$ cat src/rtl/xps_pkg.sv
package xps_pkg;
    localparam int PHASE_W = 3;
    typedef logic [PHASE_W-1:0] bus_phase_t;

    localparam bus_phase_t PH_MSG_OUT = 3'b110;
    localparam bus_phase_t PH_MSG_IN  = 3'b111;

    typedef enum logic [1:0] {
        SQ_IDLE,
        SQ_WAIT,
        SQ_ACK,
        SQ_HOLD
    } seq_state_t;

    typedef struct packed {
        logic stb;
        logic done;
        logic irq;
        logic err;
    } seq_pulse_t;

    function automatic logic keeps_ack(bus_phase_t p);
        return p == PH_MSG_IN;
    endfunction

    function automatic logic drops_atn(bus_phase_t p);
        return p == PH_MSG_OUT;
    endfunction
endpackage

$ cat src/rtl/xps_byte_counter.sv
module xps_byte_counter #(
    parameter int CNT_W = 24
) (
    input  logic             clk,
    input  logic             rst,
    input  logic             load,
    input  logic [CNT_W-1:0] load_val,
    input  logic             dec,
    output logic             is_zero,
    output logic             is_last
);
    localparam logic [CNT_W-1:0] ONE = {{(CNT_W-1){1'b0}}, 1'b1};

    logic [CNT_W-1:0] remaining;

    always_ff @(posedge clk) begin
        if (rst) begin
            remaining <= '0;
        end else if (load) begin
            remaining <= load_val;
        end else if (dec) begin
            remaining <= remaining - ONE;
        end
    end

    assign is_zero = (remaining == '0);
    assign is_last = (remaining == ONE);

    // a byte is never counted out of an empty counter
    p_no_underflow_r6: assert property (@(posedge clk) disable iff (rst)
        dec |-> !is_zero);
endmodule

$ cat src/rtl/xps_phase_latch.sv
module xps_phase_latch
    import xps_pkg::*;
(
    input  logic       clk,
    input  logic       rst,
    input  logic       ref_load,
    input  bus_phase_t ref_in,
    input  logic       capture,
    input  bus_phase_t phase_in,
    output bus_phase_t ref_phase,
    output bus_phase_t lat_phase,
    output logic       match
);
    always_ff @(posedge clk) begin
        if (rst) begin
            ref_phase <= '0;
            lat_phase <= '0;
        end else begin
            if (ref_load) ref_phase <= ref_in;
            if (capture)  lat_phase <= phase_in;
        end
    end

    assign match = (phase_in == ref_phase);

    // captured lines appear one cycle after the unserviced REQ
    p_capture_r3: assert property (@(posedge clk) disable iff (rst)
        capture |=> (lat_phase == $past(phase_in)));
endmodule

$ cat src/rtl/xps_atn_ctrl.sv
module xps_atn_ctrl (
    input  logic clk,
    input  logic rst,
    input  logic set_req,
    input  logic clr_final,
    output logic atn
);
    always_ff @(posedge clk) begin
        if (rst) begin
            atn <= 1'b0;
        end else if (set_req) begin
            atn <= 1'b1;
        end else if (clr_final) begin
            atn <= 1'b0;
        end
    end

    // a set request is never lost, even against the final clear
    p_set_wins_r9: assert property (@(posedge clk) disable iff (rst)
        set_req |=> atn);
endmodule

$ cat src/rtl/xfer_phase_seq.sv
module xfer_phase_seq
    import xps_pkg::*;
#(
    parameter int CNT_W = 24
) (
    input  logic             clk,
    input  logic             rst,
    input  logic             start,
    input  logic             is_initiator,
    input  logic [2:0]       instr_phase,
    input  logic [CNT_W-1:0] byte_count,
    input  logic             set_atn,
    input  logic             clr_ack,
    input  logic             req,
    input  logic [2:0]       phase_in,
    output logic             ack,
    output logic             atn,
    output logic             byte_stb,
    output logic             done,
    output logic             mismatch_irq,
    output logic             not_init_err,
    output logic             busy,
    output logic [2:0]       lat_phase
);
    seq_state_t state;
    seq_pulse_t pulse;
    bus_phase_t ref_phase;
    logic       match;
    logic       is_zero;
    logic       is_last;
    logic       launch;
    logic       seen_req;
    logic       finish_byte;
    logic       final_atn_clr;

    assign launch        = (state == SQ_IDLE) && start && is_initiator;
    assign seen_req      = (state == SQ_WAIT) && req;
    assign finish_byte   = (state == SQ_ACK) && !req;
    assign final_atn_clr = seen_req && match && is_last && drops_atn(ref_phase);

    xps_byte_counter #(.CNT_W(CNT_W)) u_cnt (
        .clk      (clk),
        .rst      (rst),
        .load     (launch),
        .load_val (byte_count),
        .dec      (finish_byte),
        .is_zero  (is_zero),
        .is_last  (is_last)
    );

    xps_phase_latch u_ph (
        .clk       (clk),
        .rst       (rst),
        .ref_load  (launch),
        .ref_in    (instr_phase),
        .capture   (seen_req),
        .phase_in  (phase_in),
        .ref_phase (ref_phase),
        .lat_phase (lat_phase),
        .match     (match)
    );

    xps_atn_ctrl u_atn (
        .clk       (clk),
        .rst       (rst),
        .set_req   (set_atn),
        .clr_final (final_atn_clr),
        .atn       (atn)
    );

    always_ff @(posedge clk) begin
        if (rst) begin
            state <= SQ_IDLE;
            ack   <= 1'b0;
            pulse <= '0;
        end else begin
            pulse <= '0;
            case (state)
                SQ_IDLE: begin
                    if (start) begin
                        if (!is_initiator) pulse.err <= 1'b1;
                        else               state     <= SQ_WAIT;
                    end
                end
                SQ_WAIT: begin
                    if (req) begin
                        if (!match) begin
                            pulse.irq <= 1'b1;
                            state     <= SQ_IDLE;
                        end else if (is_zero) begin
                            pulse.done <= 1'b1;
                            state      <= SQ_IDLE;
                        end else begin
                            ack   <= 1'b1;
                            state <= SQ_ACK;
                        end
                    end
                end
                SQ_ACK: begin
                    if (!req) begin
                        pulse.stb <= 1'b1;
                        if (is_last) begin
                            pulse.done <= 1'b1;
                            if (keeps_ack(ref_phase)) begin
                                state <= SQ_HOLD;
                            end else begin
                                ack   <= 1'b0;
                                state <= SQ_IDLE;
                            end
                        end else begin
                            ack   <= 1'b0;
                            state <= SQ_WAIT;
                        end
                    end
                end
                SQ_HOLD: begin
                    if (clr_ack) begin
                        ack   <= 1'b0;
                        state <= SQ_IDLE;
                    end
                end
                default: state <= SQ_IDLE;
            endcase
        end
    end

    assign busy         = (state != SQ_IDLE);
    assign byte_stb     = pulse.stb;
    assign done         = pulse.done;
    assign mismatch_irq = pulse.irq;
    assign not_init_err = pulse.err;

    // ACK only ever answers a REQ seen in the previous cycle
    p_ack_after_req_r5: assert property (@(posedge clk) disable iff (rst)
        $rose(ack) |-> $past(req));

    // a handshake ACK is released only after REQ was seen low
    p_ack_release_r5: assert property (@(posedge clk) disable iff (rst)
        ($fell(ack) && $past(state) == SQ_ACK) |-> !$past(req));

    // a mismatch moves no data and leaves the bus idle
    p_irq_quiet_r4: assert property (@(posedge clk) disable iff (rst)
        mismatch_irq |-> (!ack && !byte_stb && !busy));

    // a refused instruction never becomes busy
    p_refused_idle_r1: assert property (@(posedge clk) disable iff (rst)
        not_init_err |-> (!busy && !ack));

    // end-of-instruction outcomes are mutually exclusive
    p_outcome_excl_r6: assert property (@(posedge clk) disable iff (rst)
        $onehot0({done, mismatch_irq, not_init_err}));

    // ATN only drops together with a final ACK edge
    p_atn_drop_r7: assert property (@(posedge clk) disable iff (rst)
        $fell(atn) |-> $rose(ack));

    // a held ACK stays up until the clear command
    p_hold_ack_r8: assert property (@(posedge clk) disable iff (rst)
        ($past(state) == SQ_HOLD && !$past(clr_ack)) |-> ack);
endmodule

$ cat config.mk
export PLATFORM = sky130hd
export DESIGN_NAME = xfer_phase_seq
export DESIGN_NICKNAME = d
export VERILOG_FILES = /design/src/rtl/xps_pkg.sv /design/src/rtl/xps_byte_counter.sv /design/src/rtl/xps_phase_latch.sv /design/src/rtl/xps_atn_ctrl.sv /design/src/rtl/xfer_phase_seq.sv
export SDC_FILE = /design/constraint.sdc
export NUM_CORES = 1
export LEC_CHECK = 0
export BUFFER_PORTS_ARGS = -buffer_cell sky130_fd_sc_hd__buf_2
export CORE_MARGIN = 4
export CORE_UTILIZATION = 50
export CTS_CLUSTER_DIAMETER = 50
export DETAILED_ROUTE_END_ITERATION = 10
export PLACE_DENSITY = 0.77
export SYNTH_ARGS = -nofsm -noshare
export SYNTH_HDL_FRONTEND = slang
export SYNTH_SLANG_ARGS = --single-unit
export TNS_END_PERCENT = 20
$ cat constraint.sdc
create_clock -name clk -period 3.85 [get_ports clk]
set_input_delay 0.385 -clock clk [delete_from_list [all_inputs] [get_ports clk]]
set_output_delay 0.385 -clock clk [all_outputs]
set_load 0.05 [all_outputs]
# Yosys cells after proc, flatten, opt, wreduce, memory -nomap -nowiden
# Index checks and enable logic that the tools add are counted.
[op_classes] bitwise_logic=5 n_mux=30 addsub=1 eq_ne=15 n_reduce_logical=19
[ops] operator="24-bit two-way mux" count=2
[ops] operator="24-bit by 1-bit equality test with 1-bit output, second input constant" count=1
[ops] operator="24-bit logical NOT" count=1
[ops] operator="24-bit by 1-bit subtractor with 24-bit output, second input constant" count=1
[ops] operator="2-bit two-way mux" count=11
[ops] operator="1-bit two-way mux" count=14
[ops] operator="2-bit inequality test, second input constant" count=7
[ops] operator="2-bit one-hot mux with 4 select lines" count=1
[ops] operator="1-bit logical AND" count=7
[ops] operator="7-bit AND reduction" count=1
[ops] operator="3-bit equality test, second input constant" count=2
[ops] operator="2-bit nonzero test" count=3
[ops] operator="3-bit OR reduction" count=2
[ops] operator="1-bit inverter" count=5
[ops] operator="5-bit AND reduction" count=1
[ops] operator="2-bit equality test, second input constant" count=2
[ops] operator="3-bit equality test" count=1
[ops] operator="3-bit inequality test, second input constant" count=1
[ops] operator="1-bit one-hot mux with 3 select lines" count=1
[ops] operator="3-bit nonzero test" count=1
[ops] operator="2-bit by 1-bit equality test with 1-bit output, second input constant" count=1
[ops] operator="2-bit logical NOT" count=1
[ops] operator="1-bit one-hot mux with 2 select lines" count=1
[ops] operator="2-bit OR reduction" count=1
[ops] operator="1-bit logical NOT" count=1
[word_totals] word_cells=80 inputBits=37 ff_bits=38 out_inout_bits=10

# Logic depth before layout (Yosys ltp)
# Gate-level depths: netlist (run 1).
[logic_depth] word_depth=7 depth_mapped=8 mapped_depth_nobuf=7

# By module
# Synthesis (run 1) repeated with hierarchy kept, for this count alone.
[unflattened] cells_unflattened=228 hier_area_um2=2049.5
[by_module_without_submodules] module="xps_byte_counter" area_each_um2=1361.3 seq_area_each_um2=480.5 n_inst=1 cells_each=158
[by_module_without_submodules] module="xfer_phase_seq" area_each_um2=410.4 seq_area_each_um2=140.1 n_inst=1 cells_each=44
[by_module_without_submodules] module="xps_phase_latch" area_each_um2=239.0 seq_area_each_um2=120.1 n_inst=1 cells_each=22
[by_module_without_submodules] module="xps_atn_ctrl" area_each_um2=38.8 seq_area_each_um2=20.0 n_inst=1 cells_each=4

# Worst setup path after synthesis (run 1)
# OpenSTA, ideal clock, no wires.
[synth_path] kind="register to register" startpoint="register state[0]" endpoint="register u_cnt.remaining[20]" path_buffers=0 t_arrival_ps=1866 path_stages_with_launch=8 synth_period_minus_slack_ps=1957 setup_ps=91 t_required_ps=3759 slack_ps=1893 cell_sequence="dfxtp_1 > inv_1 > ha_1 > nand2b_4 > nor3_2 > nand3_4 > or4_1 > a311oi_1"
[synth_via] elab_chain_cells=4 word_cells_on_any_way=7 classes_between="eq/ne: 1; mux: 1; reduce/logical: 5"
[synth_lines] item="start: declaration" line_no="xfer_phase_seq.sv:25" text="seq_state_t state;"
[synth_lines] item="start signal: assignment" line_no="xfer_phase_seq.sv:73" text="state <= SQ_IDLE;"
[synth_lines] item="start signal: assignment" line_no="xfer_phase_seq.sv:82" text="else state <= SQ_WAIT;"
[synth_lines] item="start signal: assignment" line_no="xfer_phase_seq.sv:89" text="state <= SQ_IDLE;"
[synth_lines] item="2-bit logical NOT" line_no="xfer_phase_seq.sv:36" text="assign launch = (state == SQ_IDLE) && start && is_initiator;"
[synth_lines] item="1-bit logical AND (2 in a row)" line_no="xfer_phase_seq.sv:36"
[synth_lines] item="24-bit two-way mux or 2-bit nonzero test (tied branches)"
[synth_lines] item="end signal: assignment" line_no="xps_byte_counter.sv:20" text="remaining <= load_val;"
[synth_lines] item="end signal: assignment" line_no="xps_byte_counter.sv:22" text="remaining <= remaining - ONE;"
[synth_lines] item="end: declaration" line_no="xps_byte_counter.sv:14" text="logic [CNT_W-1:0] remaining;"
# Parallel ways exist; a longest one is shown, timed or not.
# A chain may end at the register's enable or synchronous reset.

# Worst setup path after layout (run 1)
# Ends and elaborated chain as after synthesis.

==> results of run 1 <==
-- metal layers --
layer / vias up / GRT usage / wire length (um) / part of all wire
met4: 0 / 0.0840 / 104 / 0.023
li1: 952 / - / - / -
met5: - / 0 / 0 / 0
met2: 44 / 0.265 / 1970 / 0.44
met3: 9 / 0.0455 / 230 / 0.051
met1: 792 / 0.254 / 2190 / 0.49
-- layout make-up --
| class | count | area, sq um | area share |
|---|---|---|---|
| Tap cell | 50 | 62.6 | 0.0259 |
| Multi-Input combinational cell | 181 | 1250 | 0.517 |
| Sequential cell | 38 | 761 | 0.315 |
| Timing Repair Buffer | 46 | 230 | 0.0953 |
| Inverter | 10 | 37.5 | 0.0155 |
| Clock buffer | 7 | 76.3 | 0.0316 |
-- cell usage in the layout, fill, tap and decap left out, types with 2 or more instances in the layout --
| cell type | n |
|---|---|
| a211oi_1 | 15 |
| a21oi_1 | 9 |
| a311oi_1 | 8 |
| and3_1 | 4 |
| buf_2 | 46 |
| clkbuf_1 | 2 |
| clkbuf_8 | 5 |
| dfxtp_1 | 38 |
| ha_1 | 8 |
| inv_1 | 10 |
| nand2_1 | 21 |
| nand3_1 | 9 |
| nand3_2 | 2 |
| nand3b_1 | 2 |
| nand4_1 | 2 |
| nor2_1 | 30 |
| nor2b_1 | 2 |
| nor3_1 | 3 |
| nor3_2 | 3 |
| nor4_2 | 2 |
| o211ai_1 | 2 |
| o21ai_0 | 7 |
| o31ai_1 | 2 |
| or3_1 | 5 |
| or4_1 | 5 |
| or4_4 | 2 |
| xnor2_1 | 8 |
| xor2_1 | 11 |
-- power by group through the flow --
stage / combinational, uW / clock [uW] / sequential, uW
finish: 221 / 263 / 457
CTS: 223 / 271 / 456
global placement: 219 / 0 / 464
global route: 247 / 287 / 462
floorplan: 156 / 0 / 478
detailed placement: 221 / 0 / 465
-- worst reg2reg max path, cell delays in order (launching register included) --
cell and delay [ns]:
dfxtp_1 0.34, inv_1 0.12, ha_1 0.31, nand2b_4 0.10, nor3_2 0.47, nand3_4 0.16, or4_1 0.42, a311oi_1 0.25
-- logic make-up (layout without fill, tap and decap cells) --
logic type / count (synthesis) / in the layout / share of synthesized area
AND/OR/NAND/NOR: 103 / 103 / 0.293
buffers and inverters: 22 / 63 / 0.0464
AO/OA/AOI/OAI: 51 / 51 / 0.172
adder cells (fa/ha/maj): 8 / 8 / 0.0476
XOR/XNOR: 19 / 19 / 0.0792
flip-flops: 38 / 38 / 0.362
-- final timing paths --
| check | start | endpoint | depth (start not counted) |
|---|---|---|---|
| min | is_initiator | not_init_err | 2 |
| min reg2reg | u_ph.lat_phase[0] | u_ph.lat_phase[0] | 2 |
| max reg2reg | state[0] | u_cnt.remaining[20] | 7 |
| max | state[0] | u_cnt.remaining[20] | 7 |
-- registers in the layout, summed over array words and instances (netlist names) --
| register | cells |
|---|---|
| state | 2 |
| not_init_err | 1 |
| done | 1 |
| byte_stb | 1 |
| u_ph.ref_phase | 3 |
| ack | 1 |
| u_ph.lat_phase | 3 |
| mismatch_irq | 1 |
| u_atn.atn | 1 |
| u_cnt.remaining | 24 |
-- metrics by stage --
step	power [uW]	worst slack [ns]	cell area, sq um	std cells	hold slack (ns)
global placement	683	1.69	2340	325	0.441
finish	941	1.59	2420	332	0.295
global route	995	1.39	2420	332	0.295
CTS	950	1.58	2420	332	0.291
floorplan	634	1.89	2100	241	0.462
detailed placement	686	1.59	2340	325	0.446
==> impl_metrics.toml, run 1 <==
[run_status]
outcome = "complete, no violations"

[clock_network]
cts_buffer_depth = 2
numCtsBuffers = 5
cts_sinks = 38
cts_tree = "built"
clkTransAtPathRegs_ns = 0.07
hold_buffers = 0
cts_setup_buffers = 0
htreeDepth = 2
cts_root_buf = "clkbuf_8"
ctsResizeCount = 0
worstSkewPairLatency_ns = 0.30

[layout]
antennaDiodeCount = 0
num-nets-final = 327
drive_above_1_share = 0.238
fillCellCount = 369
final_util = 0.600
syn_to_final_growth_pct = 14.9

[sta]
worst_pin_slew_ns = 0.904
setup_viol = 0
hold_viol = 0
layout_min_cycle_time_ns = 2.26
period_share = 0.586
tns_ns = 0
fmax_mhz = 443
slew-limit-headroom = 0.397
fin_skew_ns = 0.00591
slew_viol_final = 0
rsz0062_at_grt = "no"

[pwr]
p_per_area_nw_per_um2 = 389
power_frac_comb = 0.235
clkPwrFrac = 0.279
power_switching_uw = 307
ir_drop_v = 0.000203
p_leak_uw = 0.000937
p_int_uw = 633
power.switching_fraction = 0.327
seq_power_share = 0.485

[setup_path]
crit_family = "simple AND/OR/NAND/NOR gates"
path_cells = "inv_1 > ha_1 > nand2b_4 > nor3_2 > nand3_4 > or4_1 > a311oi_1"
cp_max_fo = 7
crit_type = "flip-flop to flip-flop"
critPathBufInv = 1
worstPathRequired_ns = 4.06
slowest_stage = "nor3_2"
worstPathArrival_ns = 2.47
worstSetupEndpointType = "flip-flop"
startpoint_type = "flip-flop"
r2r_slack_ns = 1.59
slowest_delay_ns = 0.47

[synthesis]
yosysUniqueCellTypes = 47
synth_area_sq_um = 2100
async_flop_share = 0
yosysWarnings = 0
synth_edf_count = 0
synth_ff_type = "dfxtp_1"
synth_cells = 241
synthTopCellsByCount = "dfxtp_1 (38), nor2_1 (30), nand2_1 (21)"
yosysSeqAreaShare = 0.362
ys_seq_elements = 38
synth_nets = 286
avgSynthCellArea_sq_um = 8.72
netlist_top_cells_area = "dfxtp_1 (36%), a211oi_1 (5.4%), nor2_1 (5.4%)"
synth_top_area_frac = 0.362
yosys.area.top_type = "dfxtp_1"
synth.most_common_cell = "dfxtp_1"

[floorplan]
start_util = 0.522
rows = 23
die_h_um = 72.8
fp.dieW_um = 72.8
core-area_sq_um = 4030
dieArea_sq_um = 5310
ios = 47

[worst_hold_path]
hold_path_class = "input port to flip-flop"

[detailed_routing]
post_drt_wl_per_cell_um = 13.5
routed_wl_um = 4490
drt_first_pass_iters = 4
drc = 0
viasPerCell = 5.41
vias = 1797
ant_nets = 0
drtIter0Drc = 111

[place]
dp_hpwl_um = 3190
port_buffers = 46
gp_congestion = 0.766

[global_routing]
overflow = 0
antenna_found_initial = 0
grt_max_degree = 51
grt_pass1_wl_um = 7470
grt_pass1_vias = 1638
track_usage = 0.183

[job]
maxCapViolCount = 0
(Power assumes the default switching activity.)
==> inputs of run 2 (changes only) <==
Clock period 3.85 ns to 2.13 ns, I/O delays scaled along.
==> impl_metrics.toml, run 2 (same netlist as run 1, synthesis figures left out) <==
[sta]
worst_pin_slew_ns = 0.759
hold_viol = 0
slew_viol_final = 0
rsz0062_at_grt = "no"
setup_viol = 0
fmax_mhz = 494
slew-limit-headroom = 0.494
period_share = 0.951
fin_skew_ns = 0.00518
worst_hold_slack_ns = 0.134
tns_ns = 0
layout_min_cycle_time_ns = 2.03

[clock_network]
hold_buffers = 0
cts_buffer_depth = 2
ctsResizeCount = 0
cts_sinks = 38
cts_root_buf = "clkbuf_8"
htreeDepth = 2
clkTransAtPathRegs_ns = 0.07
worstSkewPairLatency_ns = 0.29
cts_setup_buffers = 0
cts_tree = "built"
numCtsBuffers = 5

[global_routing]
track_usage = 0.189
grt_pass1_vias = 1709
grt_pass1_wl_um = 7820
overflow = 0
antenna_found_initial = 0
grt_max_degree = 51

[setup_path]
worstPathArrival_ns = 2.22
startpoint_type = "flip-flop"
crit_type = "flip-flop to flip-flop"
worstPathRequired_ns = 2.33
worstSetupEndpointType = "flip-flop"
cp_max_fo = 7

[layout]
largest_reg_flops = 24
mostFrequentLayoutCell = "buf_2"
largest_registers = "u_cnt.remaining (24), u_ph.lat_phase (3), u_ph.ref_phase (3)"
syn_to_final_growth_pct = 18.6
fillCellCount = 373
drive_above_1_share = 0.263
top_register = "u_cnt.remaining"
antennaDiodeCount = 0
layout_common_cells = "buf_2 (46), dfxtp_1 (38), nor2_1 (30), nand2_1 (21), a211oi_1 (15)"
num-nets-final = 334

[floorplan]
dieArea_sq_um = 5310
die_h_um = 72.8
ios = 47
core-area_sq_um = 4030
rows = 23
fp.dieW_um = 72.8
start_util = 0.522

[detailed_routing]
drt_first_pass_iters = 4
ant_nets = 0
viasPerCell = 5.45
vias = 1848
drtIter0Drc = 164
post_drt_wl_per_cell_um = 14.2
routed_wl_um = 4800
drc = 0

[pwr]
p_per_area_nw_per_um2 = 694
ir_drop_v = 0.000466
p_leak_uw = 0.000978

[place]
gp_congestion = 0.758
port_buffers = 46
dp_hpwl_um = 3410

[run_status]
outcome = "complete, no violations"

[job]
maxCapViolCount = 0

[worst_hold_path]
hold_path_class = "input port to flip-flop"
-- run 2: power breakdown --
| group | internal, uW | switching [uW] | leakage, uW |
|---|---|---|---|
| combinational | 175 | 267 | 0.000628 |
| sequential | 767 | 57.0 | 0.000312 |
| clock | 225 | 238 | 0.0000383 |
| total | 1170 | 562 | 0.000978 |
-- run 2: layout make-up --
class | count | area (sq um) | area share
Clock buffer | 7 | 76.3 | 0.0306
Inverter | 10 | 37.5 | 0.0151
Multi-Input combinational cell | 181 | 1260 | 0.506
Sequential cell | 38 | 761 | 0.305
Tap cell | 50 | 62.6 | 0.0251
Timing Repair Buffer | 53 | 295 | 0.118
-- run 2: final timing paths --
kind | start | end | slack [ns] | cells past startpoint
worst max-delay path | state[0] | u_cnt.remaining[9] | 0.10 | 6
worst min-delay path | is_initiator | not_init_err | 0.13 | 2
worst max register to register | state[0] | u_cnt.remaining[9] | 0.10 | 6
worst min register to register | u_ph.lat_phase[2] | u_ph.lat_phase[2] | 0.46 | 2
-- run 2: worst max-delay path, cell delays in order (launching register included) --
cell	delay, ns
dfxtp_1	0.34
inv_1	0.14
ha_2	0.27
nand2b_4	0.09
or4_4	0.48
or3_1	0.36
a311oi_1	0.25
-- run 2: metrics by stage --
step	instances	util	area [sq um]	total power, uW	setup WS, ns
floorplan	241	-	2100	1150	0.173
global placement	332	0.597	2400	1260	0.176
detailed placement	332	0.597	2400	1270	0.113
CTS	339	0.616	2480	1730	0.0408
global route	339	0.619	2490	1820	0.0138
finish	339	0.619	2490	1730	0.104
-- run 2: layer usage --
| metal | part of all wire | up-vias | GRT usage |
|---|---|---|---|
| li1 | - | 966 | - |
| met1 | 0.46 | 823 | 0.256 |
| met2 | 0.46 | 49 | 0.295 |
| met3 | 0.053 | 10 | 0.0468 |
| met4 | 0.019 | 0 | 0.0615 |
| met5 | 0 | - | 0 |
